==> config.mk <==
export PLATFORM = sky130hd
export DESIGN_NAME = tod_counter
export DESIGN_NICKNAME = d
export VERILOG_FILES = /design/src/rtl/tod_pkg.sv /design/src/rtl/tod_ctrl.sv /design/src/rtl/tod_stage.sv /design/src/rtl/tod_next.sv /design/src/rtl/tod_counter.sv
export SDC_FILE = /design/constraint.sdc
export NUM_CORES = 1
export LEC_CHECK = 0
export BUFFER_PORTS_ARGS = -buffer_cell sky130_fd_sc_hd__buf_4
export CORE_ASPECT_RATIO = 1.5
export CORE_MARGIN = 1.5
export CORE_UTILIZATION = 49
export CTS_BUF_LIST = sky130_fd_sc_hd__clkbuf_4 sky130_fd_sc_hd__clkbuf_8 sky130_fd_sc_hd__clkbuf_16
export CTS_CLUSTER_DIAMETER = 60
export DETAILED_ROUTE_END_ITERATION = 7
export PLACE_DENSITY_LB_ADDON = 0.15
export SLEW_MARGIN = 10
export SYNTH_ARGS = -nofsm -noshare
export SYNTH_HDL_FRONTEND = slang
export SYNTH_SLANG_ARGS = --single-unit
export TNS_END_PERCENT = 100
==> constraint.sdc <==
create_clock -name clk -period 9.48 [get_ports clk]
set_input_delay 1.422 -clock clk [delete_from_list [all_inputs] [get_ports clk]]
set_output_delay 1.422 -clock clk [all_outputs]
set_load 0.02 [all_outputs]
==> src/rtl/tod_pkg.sv <==
package tod_pkg;
    typedef enum logic [1:0] {
        ACT_IDLE  = 2'd0,
        ACT_SNAP  = 2'd1,
        ACT_LOAD  = 2'd2,
        ACT_DELTA = 2'd3
    } act_e;

    typedef enum logic {
        ST_IDLE = 1'b0,
        ST_EXEC = 1'b1
    } st_e;

    localparam logic [1:0] A_CMD   = 2'd0;
    localparam logic [1:0] A_SECHI = 2'd1;
    localparam logic [1:0] A_SECLO = 2'd2;
    localparam logic [1:0] A_NSEC  = 2'd3;

    localparam int NS_PER_SEC = 1000000000;
    localparam int NEG_WIN    = 16;
endpackage

==> src/rtl/tod_ctrl.sv <==
module tod_ctrl
    import tod_pkg::*;
(
    input  logic       clk,
    input  logic       rst_n,
    input  logic       wr,
    input  logic [1:0] addr,
    input  logic [1:0] code,
    output act_e       exec_act,
    output logic       accept
);
    st_e  state, state_nx;
    act_e pend, pend_nx;

    always_ff @(posedge clk) begin
        if (!rst_n) begin
            state <= ST_IDLE;
            pend  <= ACT_IDLE;
        end else begin
            state <= state_nx;
            pend  <= pend_nx;
        end
    end

    always_comb begin
        state_nx = state;
        pend_nx  = pend;
        unique case (state)
            ST_IDLE: begin
                if (wr && addr == A_CMD && code != 2'd0) begin
                    state_nx = ST_EXEC;
                    pend_nx  = act_e'(code);
                end
            end
            ST_EXEC: begin
                state_nx = ST_IDLE;
                pend_nx  = ACT_IDLE;
            end
        endcase
    end

    always_comb begin
        exec_act = (state == ST_EXEC) ? pend : ACT_IDLE;
        accept   = (state == ST_IDLE);
    end

    AST_ONE_SHOT: assert property (@(posedge clk) disable iff (!rst_n)
        state == ST_EXEC |=> state == ST_IDLE);
endmodule

==> src/rtl/tod_stage.sv <==
module tod_stage
    import tod_pkg::*;
#(
    parameter int SEC_W = 48,
    parameter int NS_W  = 30
) (
    input  logic             clk,
    input  logic             rst_n,
    input  logic             wr,
    input  logic [1:0]       addr,
    input  logic [31:0]      wdata,
    input  logic             accept,
    input  act_e             exec_act,
    input  logic [SEC_W-1:0] live_sec,
    input  logic [NS_W-1:0]  live_nsec,
    output logic [SEC_W-1:0] stg_sec,
    output logic [NS_W-1:0]  stg_nsec,
    output logic [31:0]      rdata
);
    localparam int HI_W = SEC_W - 32;

    logic [HI_W-1:0] stg_hi;
    logic [31:0]     stg_lo;
    logic            snap;
    logic            unused_bits;

    assign unused_bits = ^{wdata[31:HI_W], wdata[31:NS_W]};
    assign snap        = (exec_act == ACT_SNAP);
    assign stg_sec     = {stg_hi, stg_lo};

    always_ff @(posedge clk) begin
        if (!rst_n) begin
            stg_hi   <= '0;
            stg_lo   <= '0;
            stg_nsec <= '0;
        end else if (snap) begin
            stg_hi   <= live_sec[SEC_W-1:32];
            stg_lo   <= live_sec[31:0];
            stg_nsec <= live_nsec;
        end else if (wr && accept) begin
            case (addr)
                A_SECHI: stg_hi   <= wdata[HI_W-1:0];
                A_SECLO: stg_lo   <= wdata;
                A_NSEC:  stg_nsec <= wdata[NS_W-1:0];
                default: ;
            endcase
        end
    end

    always_comb begin
        case (addr)
            A_CMD:   rdata = {30'd0, exec_act};
            A_SECHI: rdata = {{(32-HI_W){1'b0}}, stg_hi};
            A_SECLO: rdata = stg_lo;
            default: rdata = {{(32-NS_W){1'b0}}, stg_nsec};
        endcase
    end

    AST_STAGE_KEEP: assert property (@(posedge clk) disable iff (!rst_n)
        (!accept && !snap) |=> ($stable(stg_sec) && $stable(stg_nsec)));
endmodule

==> src/rtl/tod_next.sv <==
module tod_next
    import tod_pkg::*;
#(
    parameter int SEC_W = 48,
    parameter int NS_W  = 30,
    parameter int INC_W = 8
) (
    input  logic [SEC_W-1:0] cur_sec,
    input  logic [NS_W-1:0]  cur_nsec,
    input  logic [INC_W-1:0] step,
    input  logic             delta_en,
    input  logic [NS_W-1:0]  delta,
    output logic [SEC_W-1:0] nx_sec,
    output logic [NS_W-1:0]  nx_nsec
);
    localparam int SUM_W = NS_W + 2;
    localparam logic signed [SUM_W-1:0] ONE_SEC   = SUM_W'(NS_PER_SEC);
    localparam logic signed [SUM_W-1:0] NEG_FLOOR = -SUM_W'(NEG_WIN);
    localparam logic [NS_W-1:0]         WIN_LO    = {NS_W{1'b1}} - NS_W'(NEG_WIN - 1);

    logic                    in_win;
    logic signed [SUM_W-1:0] base, dsx, sum;

    always_comb begin
        in_win = (cur_nsec >= WIN_LO);
        base   = {{2{in_win}}, cur_nsec};
        dsx    = delta_en ? {{2{delta[NS_W-1]}}, delta} : '0;
        sum    = base + signed'(SUM_W'(step)) + dsx;
        if (sum >= ONE_SEC) begin
            nx_nsec = NS_W'(sum - ONE_SEC);
            nx_sec  = cur_sec + SEC_W'(1);
        end else if (sum < NEG_FLOOR) begin
            nx_nsec = NS_W'(sum + ONE_SEC);
            nx_sec  = cur_sec - SEC_W'(1);
        end else begin
            nx_nsec = NS_W'(sum);
            nx_sec  = cur_sec;
        end
    end
endmodule

==> src/rtl/tod_counter.sv <==
module tod_counter
    import tod_pkg::*;
#(
    parameter int INC_NS = 8,
    parameter int SEC_W  = 48,
    parameter int NS_W   = 30,
    parameter int INC_W  = 8
) (
    input  logic             clk,
    input  logic             rst_n,
    input  logic             acc_wr,
    input  logic [1:0]       acc_addr,
    input  logic [31:0]      acc_wdata,
    output logic [31:0]      acc_rdata,
    input  logic             trim_up,
    input  logic             trim_dn,
    output logic [SEC_W-1:0] tod_sec,
    output logic [NS_W-1:0]  tod_nsec
);
    localparam int SUM_W = NS_W + 2;
    localparam logic signed [SUM_W-1:0] HALF = SUM_W'(NS_PER_SEC / 2);

    act_e                    exec_act;
    logic                    accept;
    logic [SEC_W-1:0]        stg_sec, nx_sec;
    logic [NS_W-1:0]         stg_nsec, nx_nsec;
    logic [INC_W-1:0]        step;
    logic signed [SUM_W-1:0] dval;
    logic                    delta_en;

    tod_ctrl u_ctrl (
        .clk      (clk),
        .rst_n    (rst_n),
        .wr       (acc_wr),
        .addr     (acc_addr),
        .code     (acc_wdata[1:0]),
        .exec_act (exec_act),
        .accept   (accept)
    );

    tod_stage #(.SEC_W(SEC_W), .NS_W(NS_W)) u_stage (
        .clk       (clk),
        .rst_n     (rst_n),
        .wr        (acc_wr),
        .addr      (acc_addr),
        .wdata     (acc_wdata),
        .accept    (accept),
        .exec_act  (exec_act),
        .live_sec  (tod_sec),
        .live_nsec (tod_nsec),
        .stg_sec   (stg_sec),
        .stg_nsec  (stg_nsec),
        .rdata     (acc_rdata)
    );

    always_comb begin
        step     = INC_W'(INC_NS) + INC_W'(trim_up) - INC_W'(trim_dn);
        dval     = {{2{stg_nsec[NS_W-1]}}, stg_nsec};
        delta_en = (exec_act == ACT_DELTA) && (dval > -HALF) && (dval < HALF);
    end

    tod_next #(.SEC_W(SEC_W), .NS_W(NS_W), .INC_W(INC_W)) u_next (
        .cur_sec  (tod_sec),
        .cur_nsec (tod_nsec),
        .step     (step),
        .delta_en (delta_en),
        .delta    (stg_nsec),
        .nx_sec   (nx_sec),
        .nx_nsec  (nx_nsec)
    );

    always_ff @(posedge clk) begin
        if (!rst_n) begin
            tod_sec  <= '0;
            tod_nsec <= '0;
        end else if (exec_act == ACT_LOAD) begin
            tod_sec  <= stg_sec;
            tod_nsec <= stg_nsec;
        end else begin
            tod_sec  <= nx_sec;
            tod_nsec <= nx_nsec;
        end
    end

    AST_NSEC_LEGAL: assert property (@(posedge clk) disable iff (!rst_n)
        (tod_nsec < NS_W'(NS_PER_SEC)) || (tod_nsec >= {NS_W{1'b1}} - NS_W'(NEG_WIN - 1)));

    AST_PLAIN_STEP: assert property (@(posedge clk) disable iff (!rst_n)
        (exec_act != ACT_LOAD && exec_act != ACT_DELTA && !trim_up && !trim_dn
         && tod_nsec < NS_W'(NS_PER_SEC - INC_NS))
        |=> (tod_nsec == $past(tod_nsec) + NS_W'(INC_NS) && $stable(tod_sec)));

    AST_LOAD_TAKES: assert property (@(posedge clk) disable iff (!rst_n)
        exec_act == ACT_LOAD |=> (tod_sec == $past(stg_sec) && tod_nsec == $past(stg_nsec)));
endmodule

==> impl_metrics.ini <==
[cells_and_area]
nFillCells = 2690
post-route-util_pct = 57.2
nets = 1977
diodes = 0
area_delta_synth_final_pct = 14.6
drive_above_1_share_pct = 16.2

[synth]
synthTopCellsByArea = dfxtp_1 (23%), mux2i_1 (10%), ha_1 (9.5%), a211oi_1 (5.3%), a21oi_1 (4.8%)
synth_edf_count = 0
synth_top_family_by_area = compound AO/OA/AOI/OAI gates
async_reset_ff_share_pct = 0
yosysTopAreaCell = dfxtp_1
synth_nets = 1882
yosysTopAreaCellShare_pct = 22.8
synth-seq-area-share_pct = 22.8
synthCells = 1731
synth_compound_area_share_pct = 28.6
yosys.area_share.simple_pct = 18.7
synth_warnings = 0
avgSynthCellArea_um2 = 8.07
synthMuxAreaShare_pct = 11.5
synthesis.area_mm2 = 0.0140
ys_ff_latch = 159
yosys.area_share.adder_pct = 10.4
ys_types = 90
synth_xor_area_share_pct = 3.81
synthFlopType = dfxtp_1

[placement]
routabilityCongestion = 0.945
post-dp-hpwl_mm = 39.1
io_buffer_count = 148

[clock_network]
clk_path_buf_depth = 2
cts.hold.buffers_added = 0
cts-root-buf = clkbuf_16
cts_tree = done
htreeDepth = 4
clk_pin_slew_ps = 60
numCtsBuffers = 17
insertion_delay_ps = 440
clkSinkCount = 159

[critical_path]
critPathTopFamily = compound AO/OA/AOI/OAI gates
cpMostUsedCell = buf_4
critPathSlowestCell = fa_1
arrival_ps = 9310
critical_path_required_ps = 9800
cp-start-kind = register
max_stage_delay_ps = 480
crit_type = reg -> reg
worstSetupEndpointType = register
crit_buf_inv = 5
crit_fanout = 22

[floorplan]
die-area_mm2 = 0.0295
start_util_pct = 49.9
ios = 149
core_area_mm2 = 0.0280
fp.dieW_um = 141
std_cell_rows = 75
die_h_um = 210

[grt]
grt_max_degree = 91
grt_pass1_wl_mm = 77.3
globalRouteTotalUtil_pct = 33.6
grt_overflow = 0
grt_pass1_vias = 13481
antenna_found_initial = 0

[power_and_ir_drop]
internal_power_mw = 1.12
total_power_mw = 1.55
power_density_mw_per_mm2 = 96.8
switching_share_pct = 27.7
p_leak_nw = 7.08
ir_drop_mv = 0.117
combPwrFrac_pct = 13.7
clkPwrFrac_pct = 40.2
power_switching_uw = 429
pwr-share-seq_pct = 46.1

[outcome]
status = finished clean

[sta]
whs_ps = 492
max_freq_ghz = 0.111
setup_viol = 0
setup_tns_ps = 0
hold_viol_final = 0
min_period_ps = 8990
slew_violations = 0
rsz0062_at_grt = false
fin_skew_ps = 11.9
tightest_slew_ps = 1100
relSlewSlack_pct = 26.3
fin_crit_sh_pct = 94.8

[route]
routed-wl-met2_mm = 25.1
drcViolationCount = 0
dr_wl_met3_mm = 2.37
vias_per_cell = 6.43
wl_per_cell_um = 23.1
dr.pass1.iters = 5
routed.top_layer = met4
wl_met1_mm = 20.2
postRouteWirelength_mm = 50.5
initialDrtViolationCount = 1111
vias = 14038
final_antenna_net_count = 0

[worst_hold_path]
min_path_type = reg -> reg

[flow_run]
drv_cap = 0
==> final cells by class <==
type | count | area (um^2) | area share (%)
clock buffers | 21 | 455 | 2.85
clock inverters | 9 | 65.1 | 0.407
inverters | 30 | 115 | 0.719
multi-input cells | 1429 | 10300 | 64.6
flip-flops and latches | 159 | 3180 | 19.9
well taps | 346 | 433 | 2.71
repair buffers | 189 | 1420 | 8.87
==> through the flow <==
step,area (um^2),cells,setup WS [ps]
global placement,15300,2149,239
floorplan,14000,1731,848
CTS,15900,2179,128
detailed placement,15300,2149,157
finish,16000,2183,489
global route,16000,2183,30.3
==> cells in the final DEF, fill, tap and decap left out, types with 21 or more instances in the layout <==
| cell | count |
|---|---|
| and2_1 | 43 |
| a21o_1 | 37 |
| nor3_1 | 29 |
| ha_1 | 101 |
| nand3_1 | 58 |
| nand4_1 | 21 |
| inv_1 | 28 |
| o21ai_0 | 105 |
| nand2b_1 | 22 |
| a21oi_1 | 130 |
| nor2b_1 | 22 |
| xnor2_1 | 34 |
| mux2i_1 | 139 |
| dfxtp_1 | 159 |
| a211oi_1 | 98 |
| xor2_1 | 21 |
| nand2_1 | 99 |
| nor2_1 | 147 |
| buf_4 | 189 |
==> final timing paths <==
check,startpoint,end,slack [ps],cells after the start
worst min-delay path,u_stage.stg_lo[1],tod_sec[1],490,2
worst max register to register,u_stage.stg_nsec[0],tod_sec[47],490,38
worst min register to register,u_stage.stg_lo[1],tod_sec[1],490,2
worst max-delay path,u_stage.stg_nsec[0],tod_sec[47],490,38
==> what timing repair did <==
| action | 4_1_cts | 5_1_grt |
|---|---|---|
| gates resized for setup | 0 | 25 |
| setup endpoints to repair | 0 | 18 |
| buffers inserted | 0 | 4 |
==> worst reg2reg max path: cells and delay by family (launching register included) <==
kind                       cells  cell delay (ps)
DFF                            1              350
buffers and inverters          5              850
AOI/OAI and AO/OA             22             4740
adders and majority gates      4             1480
and+or+nand+nor                7             1450
==> flip-flops by register name, summed over array words and instances, names as in the netlist <==
name and cells:
u_stage.stg_nsec 30, tod_nsec 30, u_ctrl.pend 2, tod_sec 48, u_stage.stg_hi 16, u_ctrl.state 1, u_stage.stg_lo 32
==> logic make-up (layout without fill, tap and decap cells) <==
family	count (synthesis)	after routing
compound gates	582	582
xor+xnor	59	59
fa+ha+maj	112	112
buf+inv	143	249
flops	159	159
mux	156	156
simple gates	520	520
==> per-layer routing <==
layer | GRT usage, % | up-vias
met3 | 4.86 | 140
met5 | 0 | -
met1 | 39.4 | 6705
met4 | 18.6 | 0
li1 | - | 6720
met2 | 58.5 | 473
==> cells in the mapped netlist, types with 5 or more instances <==
| cell type | instances |
|---|---|
| nand3_1 | 58 |
| nor4_1 | 16 |
| xnor2_1 | 36 |
| ha_1 | 106 |
| a211oi_1 | 99 |
| a31o_2 | 7 |
| o21ai_0 | 106 |
| nor3_1 | 29 |
| mux2_2 | 15 |
| nor2b_1 | 23 |
| a21oi_1 | 134 |
| and2_1 | 43 |
| and3_1 | 13 |
| nand4_1 | 21 |
| dfxtp_1 | 159 |
| o21bai_1 | 12 |
| o211a_1 | 7 |
| o211ai_1 | 16 |
| a31oi_1 | 19 |
| nand2_1 | 100 |
| o2111ai_1 | 12 |
| clkbuf_1 | 78 |
| buf_2 | 10 |
| fa_1 | 6 |
| o21a_1 | 16 |
| or2_2 | 6 |
| or3_1 | 11 |
| nor2_1 | 147 |
| a211o_1 | 13 |
| and4_1 | 5 |
| xor2_1 | 21 |
| a22o_1 | 14 |
| mux2i_1 | 139 |
| buf_1 | 16 |
| o21ai_1 | 17 |
| inv_1 | 28 |
| a21o_1 | 37 |
| nand2b_1 | 24 |
| buf_4 | 7 |
==> power groups by stage <==
stage          Sequential (mW)  Combinational [mW]  Clock (mW)
2_1_floorplan            0.724               0.128           0
3_3_place_gp             0.728               0.206           0
3_5_place_dp             0.728               0.208           0
4_1_cts                  0.713               0.209       0.627
5_1_grt                  0.716               0.228       0.655
6_report                 0.714               0.213       0.622
No activity file was read; power rests on OpenSTA's default activity.
